--- config.mk ---
export PLATFORM = sky130hd
export DESIGN_NAME = twin_edge_counter
export DESIGN_NICKNAME = d
export VERILOG_FILES = /design/src/rtl/twin_edge_counter.sv
export SDC_FILE = /design/constraint.sdc
export NUM_CORES = 1
export LEC_CHECK = 0
export BUFFER_PORTS_ARGS = -buffer_cell sky130_fd_sc_hd__buf_2
export CAP_MARGIN = 10
export CORE_ASPECT_RATIO = 2
export CORE_UTILIZATION = 30
export CTS_CLUSTER_SIZE = 20
export DETAILED_ROUTE_END_ITERATION = 8
export SKIP_CTS_REPAIR_TIMING = 1
export SLEW_MARGIN = 10
export SYNTH_ARGS = -nofsm -noshare
export SYNTH_HDL_FRONTEND = slang
export SYNTH_SLANG_ARGS = --single-unit
--- constraint.sdc ---
create_clock -name clk -period 1.6 [get_ports clk]
set_input_delay 0.08 -clock clk [delete_from_list [all_inputs] [get_ports clk]]
set_output_delay 0.08 -clock clk [all_outputs]
set_load 0.01 [all_outputs]
--- src/rtl/twin_edge_counter.sv ---
module twin_edge_counter #(
  parameter int CH   = 2,
  parameter int W    = 4,
  parameter int MOD  = 10,
  parameter int SYNC = 2
) (
  input  logic            clk,
  input  logic            rst_n,
  input  logic [CH-1:0]   cnt_clk,
  input  logic [CH-1:0]   cnt_en,
  input  logic [CH-1:0]   cnt_clr,
  output logic [CH*W-1:0] cnt_q
);
  localparam logic [W-1:0] TOP = W'(MOD - 1);

  logic [CH-1:0] step_v;

  for (genvar g = 0; g < CH; g++) begin : g_ch
    logic [SYNC-1:0] c_sy, e_sy;
    logic            c_d, e_d;
    logic [W-1:0]    q;
    logic            c_now, e_now;

    assign c_now = c_sy[SYNC-1];
    assign e_now = e_sy[SYNC-1];

    always_ff @(posedge clk) begin
      if (!rst_n) begin
        c_sy <= '0;
        e_sy <= '0;
        c_d  <= 1'b0;
        e_d  <= 1'b0;
      end else begin
        c_sy <= {c_sy[SYNC-2:0], cnt_clk[g]};
        e_sy <= {e_sy[SYNC-2:0], cnt_en[g]};
        c_d  <= c_now;
        e_d  <= e_now;
      end
    end

    assign step_v[g] = (c_now & ~c_d & e_now) | (e_d & ~e_now & ~c_now);

    always_ff @(posedge clk) begin
      if (!rst_n || cnt_clr[g]) q <= '0;
      else if (step_v[g])       q <= (q >= TOP) ? '0 : q + 1'b1;
    end

    assign cnt_q[g*W +: W] = q;
  end
endmodule

==> flow_summary.json, run 1 <==
{
  "power_density_nw_per_um2": 867.6,
  "root_buffer": "clkbuf_8",
  "start_util_pct": 31.18,
  "cts_buffers": 3,
  "period_needed_ns": 1.543,
  "synth-compound-area-share_pct": 13.20,
  "rsz0062_at_grt": "no",
  "setup.worst_path.start_class": "flip-flop",
  "power.switching_uw": 178.6,
  "p_seq_share_pct": 58.8,
  "synth_area_leaders": "dfxtp_1, ha_1, and2_1",
  "antenna_cells": 0,
  "ys_ff_latch": 20,
  "cellLeakagePower_nw": 0.4237,
  "worstPathRequired_ns": 1.77,
  "gp_congestion": 0.6482,
  "cts_tree": "built",
  "m1WireLength_um": 580,
  "ir_worst_vdd_v": 0.0004303,
  "drive_gt1_share_pct": 25.96,
  "grt_pass1_wl_um": 2511,
  "clock_latency_ns": 0.25,
  "die_area_um2": 3075,
  "synth_fa_ha_area_share_pct": 8.798,
  "path_class": "reg -> reg",
  "ctsHtreeMaxLevel": 1,
  "synthSimpleGateAreaFrac_pct": 26.98,
  "die_y_um": 77.43,
  "viasPerCell": 4.947,
  "synthXorXnorAreaFrac_pct": 0,
  "cap_violations": 0,
  "arrival_ns": 1.71,
  "grt_pass1_vias": 622,
  "portBuffers": 15,
  "yosysUniqueCellTypes": 27,
  "hold_path.class": "in -> reg",
  "wl_met2_um": 783,
  "synth.cell_area_um2": 853.3,
  "worst_pin_slew_ns": 0.4446,
  "p_sw_share_pct": 20.36,
  "final_max_slew_viol_count": 0,
  "grt_overflow": 0,
  "drtPass1Iterations": 4,
  "final_nets": 120,
  "syn_nets": 102,
  "antenna_found_initial": 0,
  "final_cell_mix": "dfxtp_1, buf_2, and2_1, nand2_1, ha_1",
  "grt_max_degree": 16,
  "hold_depth": 2,
  "hold_viol": 0,
  "yosysSeqAreaShare_pct": 46.92,
  "reg2reg_from": "g_ch[0].q[1]",
  "r2r_end": "g_ch[0].q[2]",
  "crit_path_end": "g_ch[0].q[2]",
  "track_usage_pct": 11.83,
  "ant_nets": 0,
  "status": "finished, final reports clean",
  "die-width_um": 39.71,
  "core_um2": 2736,
  "finClkSkew_ns": 0.0006143,
  "timing.final.crit_share_pct": 96.43,
  "combPwrFrac_pct": 4.7,
  "cts.path.max_buffers": 2,
  "finalSetupViolCount": 0,
  "vias": 658,
  "clock_power_share_pct": 36.5,
  "drc_errors": 0,
  "synth_top_family_by_area": "simple AND/OR/NAND/NOR gates",
  "cts.sinks": 20,
  "yosys.area.top_type": "dfxtp_1",
  "crit_fanout": 3,
  "highest_layer": "met4",
  "r2r_slack_ns": 0.06,
  "reg2regPathDepth": 5,
  "wire_per_inst_um": 11.16,
  "crit_start": "g_ch[0].q[1]",
  "yosys-mux-area-fraction_pct": 0,
  "rows": 27,
  "pin_count": 16,
  "synth_top_area_share_pct": 46.92,
  "yosys_warnings": 0,
  "syn_to_final_growth_pct": 18.48,
  "max_slew_margin_pct": 70.30,
  "timing.fmax_mhz": 648.1,
  "avgSynthCellArea_um2": 9.697,
  "whs_ns": 0.02915,
  "wl_um": 1484,
  "drtIter0Drc": 27,
  "p_int_uw": 698.5,
  "final.setup.tns_ns": 0,
  "layout_commonest_cell": "dfxtp_1",
  "fillers": 272,
  "syn_inst": 88,
  "met3_wirelength_um": 66,
  "cp-end-kind": "flip-flop",
  "clk_pin_slew_ns": 0.07
}
-- synthesized netlist by cell type, drive strengths merged --
master / number
dfxtp: 20
and2: 13
ha: 6
nand2: 6
inv: 5
a21oi: 4
nand4: 4
clkbuf: 3
nand3b: 3
o21ai: 3
or3b: 3
nand2b: 2
nand3: 2
nor2: 2
nor2b: 2
a211o: 1
a22o: 1
buf: 1
nor3b: 1
o211a: 1
o221a: 1
o22ai: 1
o2bb2ai: 1
o31ai: 1
o32ai: 1
-- stage by stage --
| stage | util, % | power (mW) | instances | setup WS, ns | instance area [µm²] |
|---|---|---|---|---|---|
| 6_report | 36.95 | 0.8771 | 133 | 0.05714 | 1011 |
| 5_1_grt | 36.95 | 0.9097 | 133 | 0.01016 | 1011 |
| 3_5_place_dp | 35.25 | 0.5683 | 130 | 0.06404 | 964.7 |
| 2_1_floorplan | - | 0.5529 | 88 | 0.05130 | 854.6 |
| 3_3_place_gp | 35.25 | 0.5664 | 130 | 0.1061 | 964.7 |
| 4_1_cts | 36.76 | 0.8907 | 133 | 0.04403 | 1006 |
-- how the worst min path moves through the flow --
stage	startpoint	end	slack (ns)
after global placement	cnt_en[0]	g_ch[0].e_sy[0]	0.29
final	cnt_clk[0]	g_ch[0].c_sy[0]	0.03
after floorplan	cnt_clk[0]	g_ch[0].c_sy[0]	0.21
after detailed placement	cnt_en[1]	g_ch[1].e_sy[0]	0.29
after global routing	cnt_en[1]	g_ch[1].e_sy[0]	0.02
after CTS	cnt_en[1]	g_ch[1].e_sy[0]	0.03
-- power by group through the flow --
stage / clock network (mW) / logic (mW) / registers, mW
2_1_floorplan: 0 / 0.0267 / 0.526
3_3_place_gp: 0 / 0.0401 / 0.526
3_5_place_dp: 0 / 0.0411 / 0.527
4_1_cts: 0.334 / 0.0414 / 0.516
5_1_grt: 0.346 / 0.0468 / 0.517
6_report: 0.320 / 0.0411 / 0.516
-- area by class of cell --
cell class	count	area (µm²)	share of cell area [%]
clock buffers	3	41.29	4.084
inverters	5	18.77	1.856
multi-input cells	59	422.9	41.83
flip-flops and latches	20	401.6	39.73
well taps	29	36.28	3.589
repair buffers	17	90.09	8.911
-- layer usage --
layer | up-vias | global-route usage (%)
met2 | 23 | 20.00
met5 | - | 0
met4 | 0 | 9.310
met1 | 293 | 11.50
li1 | 337 | -
met3 | 5 | 1.714
-- state kept, by name, indices dropped and copies added (netlist names) --
register	cells
g_ch.c_sy	4
g_ch.e_d	2
g_ch.c_d	2
g_ch.e_sy	4
g_ch.q	8
-- cell families after synthesis --
group	count (synthesis)
AND/OR/NAND/NOR	38
AO/OA/AOI/OAI	15
adder cells (fa/ha/maj)	6
buffers and inverters	9
flip-flops	20
-- worst max-delay path, stage by stage (launching register included) --
cell and delay [ns]:
dfxtp_2 0.32, inv_1 0.05, ha_1 0.16, or3b_2 0.46, a22o_1 0.26, o32ai_2 0.20
Note: power is estimated with default switching activity, not from simulation.
==> run 2: changes to the inputs <==
==> constraint.sdc (replaced) <==
create_clock -name clk -period 1.51 [get_ports clk]
set_input_delay 0.0755 -clock clk [delete_from_list [all_inputs] [get_ports clk]]
set_output_delay 0.0755 -clock clk [all_outputs]
set_load 0.01 [all_outputs]
==> run 2 against run 1 <==
Effect of this change:
- routed wire length decreased by 5.9%
- first-iteration DRC count decreased by 37%
- sequential power increased by 5.2%
- clock power increased by 45%
- fmax increased by 5.1%
- final area increased by 4.2%
- critical path depth decreased by 1
- largest cell class unchanged
==> flow_summary.json, run 2 (synthesized netlist as in run 1, its figures left out) <==
{
  "status": "finished, final reports clean",
  "p_sw_share_pct": 19.32,
  "ant_nets": 0,
  "drive_gt1_share_pct": 28.57,
  "slowest_delay_ns": 0.38,
  "power_density_nw_per_um2": 996.9,
  "cp-end-kind": "flip-flop",
  "power.switching_uw": 203.0,
  "slowest_stage": "or3b_4",
  "antenna_cells": 0,
  "p_seq_share_pct": 51.7,
  "clk_pin_slew_ns": 0.08,
  "worst_pin_slew_ns": 0.4571,
  "start_util_pct": 31.18,
  "syn_to_final_growth_pct": 23.46,
  "viasPerCell": 4.866,
  "worstPathRequired_ns": 1.68,
  "hpwlAfterDp_um": 1043,
  "clock_power_share_pct": 44.1,
  "r2r_slack_ns": 0.04,
  "holdPathEnd": "g_ch[1].c_sy[0]",
  "hold_depth": 2,
  "final_util_pct": 38.50,
  "grtUsageMet2_pct": 16.72,
  "whs_ns": 0.01854,
  "dp_cells": 130,
  "reg2regPathDepth": 4,
  "final_nets": 120,
  "multiInputGateArea_um2": 434.2,
  "reg_top3": "g_ch.q (8), g_ch.c_sy (4), g_ch.e_sy (4)",
  "fillers": 265,
  "path_class": "reg -> reg",
  "arrival_ns": 1.64,
  "cts_buffers": 3,
  "ctsHtreeMaxLevel": 1,
  "combPwrFrac_pct": 4.2,
  "timing.fmax_mhz": 681.3,
  "r2r_end": "g_ch[0].q[2]",
  "cellLeakagePower_nw": 0.4379,
  "grt_util_met1_pct": 12.77,
  "root_buffer": "clkbuf_8",
  "finClkSkew_ns": 0.005331,
  "largest_reg_flops": 8,
  "reg2reg_from": "g_ch[0].q[0]",
  "use_met3_pct": 2.571,
  "placed_area_um2": 970.9,
  "layout_commonest_cell": "dfxtp_1",
  "clock_latency_ns": 0.26,
  "die-width_um": 39.71,
  "drc_errors": 0,
  "cts.sinks": 20,
  "design_area_um2": 1054,
  "die_y_um": 77.43,
  "wire_per_inst_um": 10.42,
  "finalSetupViolCount": 0,
  "die_area_um2": 3075,
  "cts_tree": "built",
  "seqCellArea_um2": 407.9,
  "track_usage_pct": 11.13,
  "fin_total_pwr_mw": 1.050,
  "hold_path.class": "in -> reg",
  "hold_viol": 0,
  "path_cells": "ha_1 -> or3b_4 -> a22o_4 -> o32ai_2",
  "max_slew_margin_pct": 69.47,
  "min-delay-start": "cnt_clk[1]",
  "largest-register": "g_ch.q",
  "cts.path.max_buffers": 2,
  "grt-busiest-layer": "met2",
  "ir_worst_vdd_v": 0.0008559,
  "period_needed_ns": 1.468,
  "wl_um": 1396,
  "gp_congestion": 0.6374,
  "drtPass1Iterations": 4,
  "grt_max_degree": 16,
  "grt_overflow": 0,
  "crit_fanout": 7,
  "portBuffers": 15,
  "setup.worst_path.start_class": "flip-flop",
  "final_max_slew_viol_count": 0,
  "cap_violations": 0,
  "fin_cells": 134,
  "final_cell_mix": "dfxtp_1, buf_2, and2_1, nand2_1, ha_1",
  "grt_pass1_wl_um": 2366,
  "rows": 27,
  "antenna_found_initial": 0,
  "core_um2": 2736,
  "timing.final.crit_share_pct": 97.20,
  "pin_count": 16,
  "grt_pass1_vias": 573,
  "drtIter0Drc": 17,
  "vias": 652,
  "p_int_uw": 847.3
}
-- run 2: changes by cell type in the layout (fill, tap and decap cells not counted) --
cell	before	now
dfxtp_1	19	18
or3b_2	1	0
dfxtp_4	0	2
a22o_1	1	0
dfxtp_2	1	0
clkbuf_16	0	1
a22o_4	0	1
or3b_4	0	1
-- run 2: cell type report --
cell class              count  share of cell area, %
repair buffers             17                  8.551
multi-input cells          59                  41.21
well taps                  29                  3.444
inverters                   5                  1.781
flip-flops and latches     20                  38.72
clock buffers               4                  6.295
-- run 2: metrics by stage --
stage               worst slack (ns)  setup TNS (ns)
global placement             0.05732               0
floorplan                    0.03913               0
CTS                        -0.006152       -0.006152
finish                       0.04229               0
detailed placement           0.01467               0
global route               -0.003786       -0.005410
-- run 2: worst max-delay path by stage --
stage / endpoint / slack [ns] / from
after floorplan: g_ch[0].q[2] / 0.04 / g_ch[0].q[1]
after detailed placement: g_ch[0].q[2] / 0.01 / g_ch[0].q[1]
after CTS: g_ch[0].q[2] / -0.006 / g_ch[0].q[1]
after global routing: g_ch[0].q[2] / -0.004 / g_ch[0].q[1]
after global placement: g_ch[0].q[2] / 0.06 / g_ch[0].q[1]
final: g_ch[0].q[2] / 0.04 / g_ch[0].q[0]
-- run 2: routing by layer --
metal | wire [µm] | up-vias | share of wire, %
met5 | 0 | - | 0
met1 | 573 | 295 | 41
met3 | 67 | 5 | 4.8
li1 | - | 332 | -
met2 | 706 | 20 | 51
met4 | 50 | 0 | 3.6
-- run 2: worst max-delay path: cells and delay by family (launching register included) --
kind            cells  cell delay, ns
compound gates      2            0.43
fa+ha+maj           1            0.20
flops               1            0.37
simple gates        1            0.38
-- run 2: power groups by stage --
stage	clock (mW)	sequential (mW)	combinational [mW]
6_report	0.463	0.543	0.0446
5_1_grt	0.497	0.544	0.0511
3_5_place_dp	0	0.557	0.0429
3_3_place_gp	0	0.556	0.0422
4_1_cts	0.480	0.545	0.0431
2_1_floorplan	0	0.556	0.0289
==> run 3: changes to the inputs <==
--- a/config.mk
+++ b/config.mk
@@ -8,6 +8,7 @@
 export BUFFER_PORTS_ARGS = -buffer_cell sky130_fd_sc_hd__buf_2
 export CAP_MARGIN = 10
 export CORE_ASPECT_RATIO = 2
+export CORE_MARGIN = 4
 export CORE_UTILIZATION = 30
 export CTS_CLUSTER_SIZE = 20
 export DETAILED_ROUTE_END_ITERATION = 8
==> run 3 against run 2 <==
Effect of this change:
- critical path depth up 1
- non-clock buffer count up 1
- worst setup slack better by 0.0087 ns
- global-route usage down 2.1 points
- sequential cell count unchanged
- core utilization down 0.69 points
- sequential power about the same
- count of clock-buffer cells in the layout unchanged
- power down 10%
- clock skew down 0.0048 ns
- highest routed layer unchanged
==> flow_summary.json, run 3 (synthesized netlist as in run 1, its figures left out) <==
{
  "status": "finished, final reports clean",
  "viasPerCell": 4.933,
  "hold_depth": 2,
  "die_y_um": 83.43,
  "layout_commonest_cell": "dfxtp_1",
  "max_slew_margin_pct": 69.41,
  "track_usage_pct": 8.994,
  "drive_gt1_share_pct": 27.36,
  "portBuffers": 15,
  "die_area_um2": 3813,
  "antenna_found_initial": 0,
  "clk_pin_slew_ns": 0.07,
  "largest_reg_flops": 8,
  "ant_nets": 0,
  "path_class": "reg -> reg",
  "clock_latency_ns": 0.26,
  "antenna_cells": 0,
  "syn_to_final_growth_pct": 21.26,
  "wire_per_inst_um": 11.36,
  "drtPass1Iterations": 4,
  "vias": 666,
  "p_sw_share_pct": 20.68,
  "wl_um": 1534,
  "setup.worst_path.start_class": "flip-flop",
  "hold_viol": 0,
  "clock_power_share_pct": 37.6,
  "finClkSkew_ns": 0.0004845,
  "gp_congestion": 0.7005,
  "finalSetupViolCount": 0,
  "reg2reg_from": "g_ch[0].q[1]",
  "hpwlAfterDp_um": 1119,
  "ctsHtreeMaxLevel": 1,
  "timing.fmax_mhz": 685.4,
  "largest-register": "g_ch.q",
  "arrival_ns": 1.62,
  "rows": 27,
  "reg_top3": "g_ch.q (8), g_ch.c_sy (4), g_ch.e_sy (4)",
  "fillers": 280,
  "worstPathRequired_ns": 1.68,
  "crit_fanout": 3,
  "grt_pass1_vias": 635,
  "power.switching_uw": 195.2,
  "holdPathEnd": "g_ch[0].c_sy[0]",
  "min-delay-start": "cnt_clk[0]",
  "seqCellArea_um2": 407.9,
  "multiInputGateArea_um2": 429.2,
  "power_density_nw_per_um2": 912.3,
  "reg2regPathDepth": 5,
  "p_seq_share_pct": 57.6,
  "p_int_uw": 748.8,
  "final_nets": 121,
  "die-width_um": 45.71,
  "cp-end-kind": "flip-flop",
  "drtIter0Drc": 28,
  "combPwrFrac_pct": 4.8,
  "pin_count": 16,
  "hold_path.class": "in -> reg",
  "cap_violations": 0,
  "cts_buffers": 3,
  "drc_errors": 0,
  "ir_worst_vdd_v": 0.0006513,
  "period_needed_ns": 1.459,
  "final_cell_mix": "dfxtp_1, buf_2, and2_1, nand2_1, ha_1",
  "r2r_end": "g_ch[0].q[0]",
  "cts_tree": "built",
  "cellLeakagePower_nw": 0.4299,
  "final.setup.tns_ns": 0,
  "whs_ns": 0.02126,
  "start_util_pct": 31.18,
  "cts.path.max_buffers": 2,
  "root_buffer": "clkbuf_8",
  "final_max_slew_viol_count": 0,
  "cts.sinks": 20,
  "worst_pin_slew_ns": 0.4580,
  "grt_pass1_wl_um": 2511,
  "r2r_slack_ns": 0.05,
  "grt_overflow": 0,
  "core_um2": 2736,
  "timing.final.crit_share_pct": 96.62,
  "grt_max_degree": 16
}
## run 3: changes by cell type in the layout (fill, tap and decap cells not counted), sizes merged
cell / change
buf: +1
## run 3: area by class of cell
class,count,area share [%]
well taps,29,3.507
repair buffers,18,9.432
clock buffers,4,4.353
multi-input cells,59,41.48
flip-flops and latches,20,39.42
inverters,5,1.814
## run 3: per-layer routing
metal	GRT usage, %	vias up	share of wire, %
met3	2.603	5	5.0
met5	0	-	0
met4	6.995	0	3.4
met2	14.52	13	53
li1	-	336	-
met1	8.886	312	38
## run 3: critical path: stages, from the launching register on
cell and delay, ns:
dfxtp_4 0.34, inv_1 0.05, ha_1 0.17, or3b_4 0.38, a22o_4 0.24, o31ai_1 0.19
## run 3: power groups by stage
stage	logic (mW)	registers [mW]	clock network, mW
detailed placement	0.0434	0.557	0
global route	0.0517	0.545	0.395
finish	0.0454	0.543	0.355
global placement	0.0423	0.556	0
floorplan	0.0289	0.556	0
CTS	0.0436	0.545	0.370
## run 3: metrics by stage
step	util (%)	area, µm²	setup slack, ns	cells	total power, mW
2_1_floorplan	-	860.8	0.03913	88	0.5847
6_report	37.81	1035	0.05102	135	0.9439
3_3_place_gp	35.48	970.9	0.05694	130	0.5986
4_1_cts	37.13	1016	-0.003772	134	0.9583
5_1_grt	37.81	1035	-0.008627	135	0.9916
3_5_place_dp	35.48	970.9	0.01686	130	0.6008
## run 3: worst max-delay path by stage
stage | start | end | slack (ns)
2_1_floorplan | g_ch[0].q[1] | g_ch[0].q[2] | 0.04
3_3_place_gp | g_ch[0].q[1] | g_ch[0].q[2] | 0.06
3_5_place_dp | g_ch[0].q[0] | g_ch[0].q[2] | 0.02
4_1_cts | g_ch[0].q[0] | g_ch[0].q[2] | -0.004
5_1_grt | g_ch[0].q[0] | g_ch[0].q[2] | -0.009
6_report | g_ch[0].q[1] | g_ch[0].q[0] | 0.05
